===== config.mk =====
export PLATFORM = sky130hd
export DESIGN_NAME = pwm_timer16
export DESIGN_NICKNAME = d
export VERILOG_FILES = /design/src/rtl/pwm_timer16.sv
export SDC_FILE = /design/constraint.sdc
export NUM_CORES = 1
export LEC_CHECK = 0
export BUFFER_PORTS_ARGS = -buffer_cell sky130_fd_sc_hd__buf_2
export CELL_PAD_IN_SITES_DETAIL_PLACEMENT = 1
export CELL_PAD_IN_SITES_GLOBAL_PLACEMENT = 1
export CORE_ASPECT_RATIO = 1.4
export CORE_MARGIN = 3
export CORE_UTILIZATION = 44
export DETAILED_ROUTE_END_ITERATION = 10
export PLACE_DENSITY_LB_ADDON = 0.25
export RECOVER_POWER = 100
export SLEW_MARGIN = 40
export SYNTH_ARGS = -nofsm -noshare
export SYNTH_HDL_FRONTEND = slang
export SYNTH_SLANG_ARGS = --single-unit

===== constraint.sdc =====
create_clock -name clk -period 3.7 [get_ports clk]
set_input_delay 0.37 -clock clk [delete_from_list [all_inputs] [get_ports clk]]
set_output_delay 0.37 -clock clk [all_outputs]
set_load 0.05 [all_outputs]

===== src/rtl/pwm_timer16.sv =====
module pwm_timer16 #(
  parameter int W  = 16,
  parameter int PW = 8
) (
  input  logic         clk,
  input  logic         rst_n,
  input  logic         wr_en,
  input  logic [2:0]   wr_addr,
  input  logic [W-1:0] wr_data,
  input  logic         ext_clk_in,
  output logic [W-1:0] cnt_o,
  output logic [2:0]   flags_o,
  output logic         irq_o,
  output logic         wave_a,
  output logic         wave_b
);
  localparam logic [2:0] A_CTRL = 3'd0, A_CMPA = 3'd1, A_CMPB = 3'd2, A_CAP = 3'd3,
                         A_CNT = 3'd4, A_MASK = 3'd5, A_CLR = 3'd6;
  localparam logic [W-1:0] TOP8  = W'(16'h00FF);
  localparam logic [W-1:0] TOP9  = W'(16'h01FF);
  localparam logic [W-1:0] TOP10 = W'(16'h03FF);

  logic [W-1:0]  cnt_q, buf_a, buf_b, act_a, act_b, cap_q, top;
  logic [2:0]    sel_q, mode_q, mask_q, flag_q, xs;
  logic [1:0]    coma_q, comb_q;
  logic [PW-1:0] pre_q;
  logic          dir_dn, wa_q, wb_q, tick;

  wire wr_ctrl = wr_en && wr_addr == A_CTRL;
  wire wr_a    = wr_en && wr_addr == A_CMPA;
  wire wr_b    = wr_en && wr_addr == A_CMPB;
  wire wr_cap  = wr_en && wr_addr == A_CAP;
  wire wr_cnt  = wr_en && wr_addr == A_CNT;
  wire wr_mask = wr_en && wr_addr == A_MASK;
  wire wr_clr  = wr_en && wr_addr == A_CLR;

  wire normal = mode_q == 3'd0;
  wire dual   = mode_q[2:1] == 2'b11;
  wire a_top  = mode_q == 3'd4 || mode_q == 3'd6;

  wire ext_rise = xs[1] & ~xs[2];
  wire ext_fall = ~xs[1] & xs[2];

  always_comb begin
    case (sel_q)
      3'd1:    tick = 1'b1;
      3'd2:    tick = &pre_q[2:0];
      3'd3:    tick = &pre_q[5:0];
      3'd4:    tick = &pre_q[7:0];
      3'd5:    tick = ext_fall;
      3'd6:    tick = ext_rise;
      default: tick = 1'b0;
    endcase
  end

  always_comb begin
    case (mode_q)
      3'd1:        top = TOP8;
      3'd2:        top = TOP9;
      3'd3:        top = TOP10;
      3'd4, 3'd6:  top = act_a;
      3'd5, 3'd7:  top = cap_q;
      default:     top = '1;
    endcase
  end

  wire at_top = cnt_q == top;
  wire at_max = &cnt_q;
  wire at_bot = cnt_q == '0;
  wire wrap   = tick && !dual && (at_top || at_max);
  wire bounce = tick && dual && at_bot && dir_dn;
  wire upd    = tick && !normal && (dual ? at_bot : (at_top || at_max));
  wire hit_a  = tick && cnt_q == act_a;
  wire hit_b  = tick && cnt_q == act_b;

  function automatic logic wave_next(input logic cur, input logic [1:0] com,
                                     input logic hit, input logic blk,
                                     input logic nrm, input logic dsl,
                                     input logic wrp, input logic down);
    logic r;
    r = cur;
    if (com == 2'd0 || blk)      r = 1'b0;
    else if (nrm) begin
      if (hit) r = (com == 2'd1) ? ~cur : (com == 2'd3);
    end else if (com == 2'd1) begin
      if (hit) r = ~cur;
    end else if (dsl) begin
      if (hit) r = down ? (com == 2'd2) : (com == 2'd3);
    end else if (wrp)            r = (com == 2'd2);
    else if (hit)                r = (com == 2'd3);
    return r;
  endfunction

  always_ff @(posedge clk or negedge rst_n) begin
    if (!rst_n) begin
      pre_q <= '0;
      xs    <= '0;
    end else begin
      pre_q <= pre_q + 1'b1;
      xs    <= {xs[1:0], ext_clk_in};
    end
  end

  always_ff @(posedge clk or negedge rst_n) begin
    if (!rst_n) begin
      sel_q  <= '0;
      mode_q <= '0;
      coma_q <= '0;
      comb_q <= '0;
      mask_q <= '0;
      cap_q  <= '0;
    end else begin
      if (wr_ctrl) {comb_q, coma_q, mode_q, sel_q} <= wr_data[9:0];
      if (wr_mask) mask_q <= wr_data[2:0];
      if (wr_cap)  cap_q  <= wr_data;
    end
  end

  always_ff @(posedge clk or negedge rst_n) begin
    if (!rst_n) begin
      buf_a <= '0;
      buf_b <= '0;
      act_a <= '0;
      act_b <= '0;
    end else begin
      if (wr_a) buf_a <= wr_data;
      if (wr_b) buf_b <= wr_data;
      if (normal && wr_a)  act_a <= wr_data;
      else if (upd)        act_a <= buf_a;
      if (normal && wr_b)  act_b <= wr_data;
      else if (upd)        act_b <= buf_b;
    end
  end

  always_ff @(posedge clk or negedge rst_n) begin
    if (!rst_n) begin
      cnt_q  <= '0;
      dir_dn <= 1'b0;
    end else if (wr_cnt) begin
      cnt_q  <= wr_data;
      dir_dn <= 1'b0;
    end else if (!dual) begin
      dir_dn <= 1'b0;
      if (tick) cnt_q <= wrap ? '0 : cnt_q + 1'b1;
    end else if (tick) begin
      if (dir_dn) begin
        if (at_bot) begin
          dir_dn <= 1'b0;
          cnt_q  <= cnt_q + 1'b1;
        end else cnt_q <= cnt_q - 1'b1;
      end else if (cnt_q >= top && !at_bot) begin
        dir_dn <= 1'b1;
        cnt_q  <= cnt_q - 1'b1;
      end else cnt_q <= cnt_q + 1'b1;
    end
  end

  always_ff @(posedge clk or negedge rst_n) begin
    if (!rst_n) flag_q <= '0;
    else        flag_q <= (flag_q & ~({3{wr_clr}} & wr_data[2:0])) |
                          {wrap || bounce, hit_b, hit_a};
  end

  always_ff @(posedge clk or negedge rst_n) begin
    if (!rst_n) begin
      wa_q <= 1'b0;
      wb_q <= 1'b0;
    end else begin
      wa_q <= wave_next(wa_q, coma_q, hit_a, a_top && coma_q[1], normal, dual, wrap, dir_dn);
      wb_q <= wave_next(wb_q, comb_q, hit_b, 1'b0, normal, dual, wrap, dir_dn);
    end
  end

  assign cnt_o   = cnt_q;
  assign flags_o = flag_q;
  assign irq_o   = |(flag_q & mask_q);
  assign wave_a  = wa_q;
  assign wave_b  = wb_q;

  assert_hold_when_stopped_R4: assert property (@(posedge clk) disable iff (!rst_n)
    (!tick && !wr_cnt) |=> cnt_q == $past(cnt_q));

  assert_single_step_R5: assert property (@(posedge clk) disable iff (!rst_n)
    !wr_cnt |=> (cnt_q == $past(cnt_q) || cnt_q == $past(cnt_q) + 1'b1 ||
                 cnt_q == $past(cnt_q) - 1'b1 || cnt_q == '0));

  assert_restart_at_top_R3: assert property (@(posedge clk) disable iff (!rst_n)
    (tick && !dual && !normal && at_top && !wr_cnt) |=> cnt_q == '0);

  assert_shadow_held_R6: assert property (@(posedge clk) disable iff (!rst_n)
    (!normal && !upd && !wr_ctrl) |=> (act_a == $past(act_a) && act_b == $past(act_b)));

  assert_irq_needs_flag_R9: assert property (@(posedge clk) disable iff (!rst_n)
    irq_o |-> flag_q != '0);

  assert_blocked_pin_low_R11: assert property (@(posedge clk) disable iff (!rst_n)
    (a_top && coma_q[1] && !wr_ctrl) |=> !wave_a);

  assert_wrap_flag_R8: assert property (@(posedge clk) disable iff (!rst_n)
    (wrap && !wr_cnt) |=> flag_q[2]);
endmodule


Word level (Yosys, flattened, before mapping)
Cells that the tools add are included.
{"block": "word_totals", "ff_bits": 126, "latchBits": 0, "mem_bits_rw": 0, "romBits": 0, "input_bits": 23, "output_inout_bits": 22, "wordCells": 157, "n_memories": 0}
{"block": "classes", "n_addsub": 3, "mul": 0, "div": 0, "order_cmp": 1, "eq_ne": 36, "shift": 0, "muxes": 43, "bitwise": 11, "reduce_logical": 46}
{"op": "16-bit two-way mux", "n": 12}
{"op": "16-bit case mux with 5 select lines", "n": 1}
{"op": "16-bit == test", "n": 3}
{"op": "3-bit == test (second input constant)", "n": 10}
{"op": "1-bit two-way mux", "n": 29}
{"op": "1-bit logical AND", "n": 20}
{"op": "3-bit by 2-bit == test with 1-bit output (second input constant)", "n": 6}
{"op": "16-bit by 1-bit adder with 16-bit output (second input constant)", "n": 1}
{"op": "16-bit greater-or-equal comparator", "n": 1}
{"op": "16-bit logical NOT", "n": 1}
{"op": "16-bit AND reduction", "n": 1}
{"op": "16-bit by 1-bit subtractor with 16-bit output (second input constant)", "n": 1}
{"op": "3-bit by 1-bit inequality test with 1-bit output (second input constant)", "n": 4}
{"op": "2-bit == test (second input constant)", "n": 5}
{"op": "3-bit AND", "n": 3}
{"op": "3-bit by 1-bit == test with 1-bit output (second input constant)", "n": 3}
{"op": "3-bit inequality test (second input constant)", "n": 3}
{"op": "8-bit by 1-bit adder with 8-bit output (second input constant)", "n": 1}
{"op": "4-bit AND reduction", "n": 2}
{"op": "8-bit AND reduction", "n": 1}
{"op": "3-bit logical NOT", "n": 2}
{"op": "1-bit case mux with 6 select lines", "n": 1}
{"op": "6-bit AND reduction", "n": 1}
{"op": "2-bit nonzero test", "n": 3}
{"op": "other kinds (12)", "n": 25}

Logic depth before layout (Yosys ltp)
{"block": "depth", "word_depth": 11, "depth_mapped": 14, "ltp_nobuf": 11}

Least setup slack after synthesis
Ideal clock, no wire load.
{"block": "synth_timing", "path_kind": "register to register", "startpoint": "register mode_q[0]", "endpoint": "register act_a[10]", "setup_ns": 0.132, "arrival_ns": 3.578, "required_time_ns": 3.568, "slack_ns": -0.011, "stages_incl_launch_ff": 15, "path_buffers": 4, "synth_period_minus_slack_ns": 3.711, "cell_sequence": "dfrtp_1 -> clkbuf_1 -> clkbuf_1 -> buf_1 -> mux2i_1 -> nand2_1 -> ha_1 -> nand4_1 -> nor4_1 -> a41oi_1 -> or2_2 -> a211oi_4 -> buf_8 -> mux2i_1 -> o21ai_1"}
{"block": "synth_between", "elab_chain_cells": 8, "word_cells_on_any_way": 20, "classes_between": "8 x eq/ne; 3 x mux; 9 x reduce/logical"}
{"item": "from (decl)", "line": "24", "rtl": "logic [2:0] sel_q, mode_q, mask_q, flag_q, xs;"}
{"item": "from (signal assigned)", "line": "113", "rtl": "if (wr_ctrl) {comb_q, coma_q, mode_q, sel_q} <= wr_data[9:0];"}
{"item": "3-bit == test", "line": "57", "rtl": "case (mode_q)"}
{"item": "2-bit OR reduction", "line": "57"}
{"item": "16-bit case mux with 5 select lines", "line": "57"}
{"item": "16-bit == test", "line": "67", "rtl": "wire at_top = cnt_q == top;"}
{"item": "1-bit logical OR", "line": "72", "rtl": "wire upd = tick && !normal && (dual ? at_bot : (at_top || at_max));"}
{"item": "1-bit two-way mux", "line": "72"}
{"item": "1-bit logical AND", "line": "72"}
{"item": "2-bit nonzero test (no line)"}
{"item": "to (signal assigned)", "line": "128", "rtl": "if (normal && wr_a) act_a <= wr_data;"}
{"item": "to (signal assigned)", "line": "129", "rtl": "else if (upd) act_a <= buf_a;"}
{"item": "to (decl)", "line": "23", "rtl": "logic [W-1:0] cnt_q, buf_a, buf_b, act_a, act_b, cap_q, top;"}
Parallel ways exist; a longest one is shown, timed or not.
A chain may end at the register's enable or synchronous reset.

Worst setup path in the final report
{"block": "layout_timing", "startpoint": "register mode_q[0]", "endpoint": "register cnt_q[7] (netlist: cnt_o[7])"}
{"block": "layout_between", "elab_chain_cells": 10, "word_cells_on_any_way": 22, "classes_between": "1 x order compare; 8 x eq/ne; 8 x mux; 5 x reduce/logical"}
{"item": "3-bit == test", "line": "57"}
{"item": "2-bit OR reduction", "line": "57"}
{"item": "16-bit case mux with 5 select lines *", "line": "57"}
{"item": "16-bit greater-or-equal comparator or 16-bit == test (tied branches)", "line": "151, 67"}
{"item": "1-bit logical AND or 1-bit logical OR (tied branches)", "line": "151, 70"}
{"item": "16-bit two-way mux or 1-bit logical AND (tied branches)", "line": "151, 70"}
{"item": "16-bit two-way mux, on equally long branches", "line": "146, 144"}
{"item": "16-bit two-way mux, on equally long branches", "line": "145, 144"}
{"item": "16-bit two-way mux *", "line": "142", "rtl": "end else if (!dual) begin"}
{"item": "16-bit two-way mux *", "line": "139", "rtl": "end else if (wr_cnt) begin"}
{"item": "to (signal assigned)", "line": "140", "rtl": "cnt_q <= wr_data;"}
{"item": "to (signal assigned)", "line": "144", "rtl": "if (tick) cnt_q <= wrap ? '0 : cnt_q + 1'b1;"}
{"item": "to (signal assigned)", "line": "149", "rtl": "cnt_q <= cnt_q + 1'b1;"}
{"item": "to (decl)", "line": "23"}
Every way passes the cells marked *; elsewhere a longest branch is shown, timed or not. The select of a mux whose other input is x is not followed.

==> out/qor.csv <==
stage,metric,value,unit
run_status,status,"finished, violations left",
run_status,violations,"capacitance limit, slew limit",
place,pre_cts_ws,-0.1138,ns
die,die_h,158.7,µm
final_layout,antennaDiodeCount,0,
logic_synthesis,synth_seq_cells,126,
sta,timing.final.crit_period,3.554,ns
logic_synthesis,synth-edff-count,0,
logic_synthesis,syn-cell-area,7330,µm²
power_and_ir_drop,power_density,708.7,nW/µm²
die,start_util,45.13,%
critical_path,endpoint_kind,register,
power_and_ir_drop,ir_drop,0.3347,mV
die,die_w,115.1,µm
place,portBuffers,44,
die,die_area,18260,µm²
cts,h-tree-depth,4,
cts,cts_sinks,126,
sta,max_freq,0.2813,GHz
die,coreArea,16240,µm²
logic_synthesis,ys_warn_count,0,
power_and_ir_drop,finalPower,6021,µW
route,drc,0,
critical_path,reg2reg_depth,12,
final_layout,syn_to_final_growth,15.93,%
cts,clk_latency,0.43,ns
logic_synthesis,synthCells,735,
critical_path,cp-endpoint,cnt_o[7],
critical_path,cp-startpoint,mode_q[0],
place,gp_congestion,0.9301,
place,dp_hpwl,16520,µm
sta,slew_viol_final,129,
sta,setup_viol,0,
sta,rsz0062_at_grt,true,
grt,grt_pass1_vias,6652,
sta,min_period_over_period,96.06,%
sta,finalHoldViolCount,0,
logic_synthesis,synthesis.nets,779,
route,via_per_inst,6.125,
critical_path,critPathArrivalTime,3.85,ns
logic_synthesis,synth_top_family_by_area,multiplexers,
critical_path,critPathRequiredTime,3.99,ns
route,ant_nets,0,
logic_synthesis,yosys.area_share.adder,3.585,%
logic_synthesis,synthArstFlopShare,100.0,%
critical_path,worstPathMaxFanout,29,
logic_synthesis,ys_seq_area_share,43.02,%
logic_synthesis,synth_mux_area_share,17.09,%
sta,worst_slew_pin_slew,1.673,ns
critical_path,path_cells,buf_12 -> mux2_2 -> a21oi_1 -> ha_1 -> nand4_1 -> or3_1 -> o32a_1 -> a21oi_4 -> buf_12 -> mux2i_1 -> mux2i_1 -> o211ai_1,
critical_path,critPathMaxStageDelay,0.43,ns
place,place_inst,961,
cts,cts_root_buf,clkbuf_16,
grt,grt_first_pass_wirelength,36730,µm
route,vias,6107,
critical_path,criticalPathCategory,reg -> reg,
final_layout,drive_above_1_share,22.81,%
critical_path,crit_slowest_cell,o32a_1,
run,cap_violations,2,
sta,whs,0.04412,ns
critical_path,regToRegEndpoint,cnt_o[7],
grt,grt_start_max_net_pins,68,
route,routedWlPerCell,23.40,µm
die,ios,45,
critical_path,r2r_start,mode_q[0],
die,row_count,55,
final_layout,instances_no_fill,997,
cts,cts_buffers,17,
cts,clkTransAtPathRegs,0.06,ns
logic_synthesis,synth.avg_cell_area,9.972,µm²
final_layout,utilization,52.32,%
logic_synthesis,synth_xor_area_share,4.780,%
logic_synthesis,synthSimpleGateAreaFrac,16.22,%
grt,grt_usage,26.05,%
cts,cts_tree,built,
cts,clockBufferDepth,2,
grt,antenna_found_initial,0,
route,first_pass_iters,4,
logic_synthesis,synth_flop_cell,dfrtp_1,
power_and_ir_drop,leakagePower,0.003402,µW
route,routed_wl,23330,µm
grt,globalRouteOverflowTotal,0,
logic_synthesis,synth-compound-area-share,11.23,%
critical_path,worst_setup_path_start_kind,register,
sta,skew,0.008599,ns
final_layout,nets,829,
sta,setup_slack,0.1456,ns
sta,slew_headroom,-11.51,%
route,drt-initial-drc-count,297,
hold_path,hp-class,in -> reg,
logic_synthesis,netlist-cell-type-count,63,
critical_path,reg2reg_setup_slack,0.15,ns
## worst min-delay path by stage
stage | startpoint | to | slack [ns] | depth (start not counted)
6_report | ext_clk_in | xs[0] | 0.04 | 1
5_1_grt | ext_clk_in | xs[0] | 0.03 | 1
4_1_cts | ext_clk_in | xs[0] | 0.03 | 1
3_5_place_dp | xs[0] | xs[1] | 0.34 | 0
3_3_place_gp | xs[0] | xs[1] | 0.33 | 0
2_1_floorplan | rst_n | act_a[0] | 0.07 | 0
## cells in the mapped netlist, drive strengths merged (19+ instances only)
cell type	instances	area, µm²
dfrtp	126	3153
nor2	33	126.4
mux2	65	732.0
mux2i	52	520.5
nor3	20	111.4
xor2	19	166.4
xnor2	21	183.9
o21ai	52	260.3
a21oi	19	98.85
ha	21	262.8
nand2	86	325.3
clkbuf	34	128.9
## metal layers
metal / share of wire, % / wire [µm] / up-vias / GRT usage, %
li1: - / - / 2759 / -
met1: 41 / 9583 / 3142 / 32.25
met2: 51 / 11880 / 144 / 43.02
met3: 3.4 / 787 / 62 / 4.727
met4: 4.7 / 1086 / 0 / 12.81
met5: 0 / 0 / - / 0
## sequential cells by signal, summed over array words and instances, names as in the netlist, 8 cells and up
| name | flops |
|---|---|
| cap_q | 16 |
| pre_q | 8 |
| act_a | 16 |
| buf_a | 16 |
| act_b | 16 |
| buf_b | 16 |
| cnt_o | 16 |
## power breakdown
group / internal, µW / switching [µW]
Combinational: 894 / 1370
Sequential: 1750 / 351
Clock: 945 / 716
## kinds of logic after synthesis
| kind of cell | after synthesis |
|---|---|
| muxes | 117 |
| and+or+nand+nor | 236 |
| DFF | 126 |
| buffers and inverters | 66 |
| adders and majority gates | 21 |
| xor gates and xnor gates | 40 |
| AOI/OAI and AO/OA | 129 |
## cells in the final DEF (no fill, tap or decap), drive strengths merged, types with 22 or more instances in the layout
cell	n
buf	69
clkbuf	30
dfrtp	126
inv	22
mux2	65
mux2i	52
nand2	86
nor2	33
o21ai	52
## worst max-delay path, delay by kind of cell (launching register included)
family,cells,cell delay (ns)
AOI/OAI and AO/OA,4,0.95
adders and majority gates,1,0.17
buffers and inverters,2,0.39
DFF,1,0.42
muxes,3,0.85
and+or+nand+nor,2,0.61
## per-stage QoR
step / TNS (ns) / instance area (µm²)
4_1_cts: 0 / 8454
5_1_grt: -0.2526 / 8497
2_1_floorplan: 0 / 7331
3_3_place_gp: 0 / 7863
3_5_place_dp: -0.4425 / 7870
6_report: 0 / 8497
## area by class of cell
| class | count | area (µm²) |
|---|---|---|
| inverters | 14 | 52.55 |
| well taps | 199 | 249.0 |
| repair buffers | 83 | 544.3 |
| flip-flops and latches | 126 | 3153 |
| multi-input cells | 543 | 3921 |
| fillers | 1805 | 7744 |
| clock inverters | 15 | 151.4 |
| clock buffers | 17 | 425.4 |
## what timing repair did
item	CTS	global route
setup endpoints to repair	10	46
buffers inserted	0	2
gates resized for setup	3	9
hold endpoints to repair	0	53
pin swaps	0	3
gates cloned	0	1
hold buffers	0	1
Power figures use the tool's default switching activity.
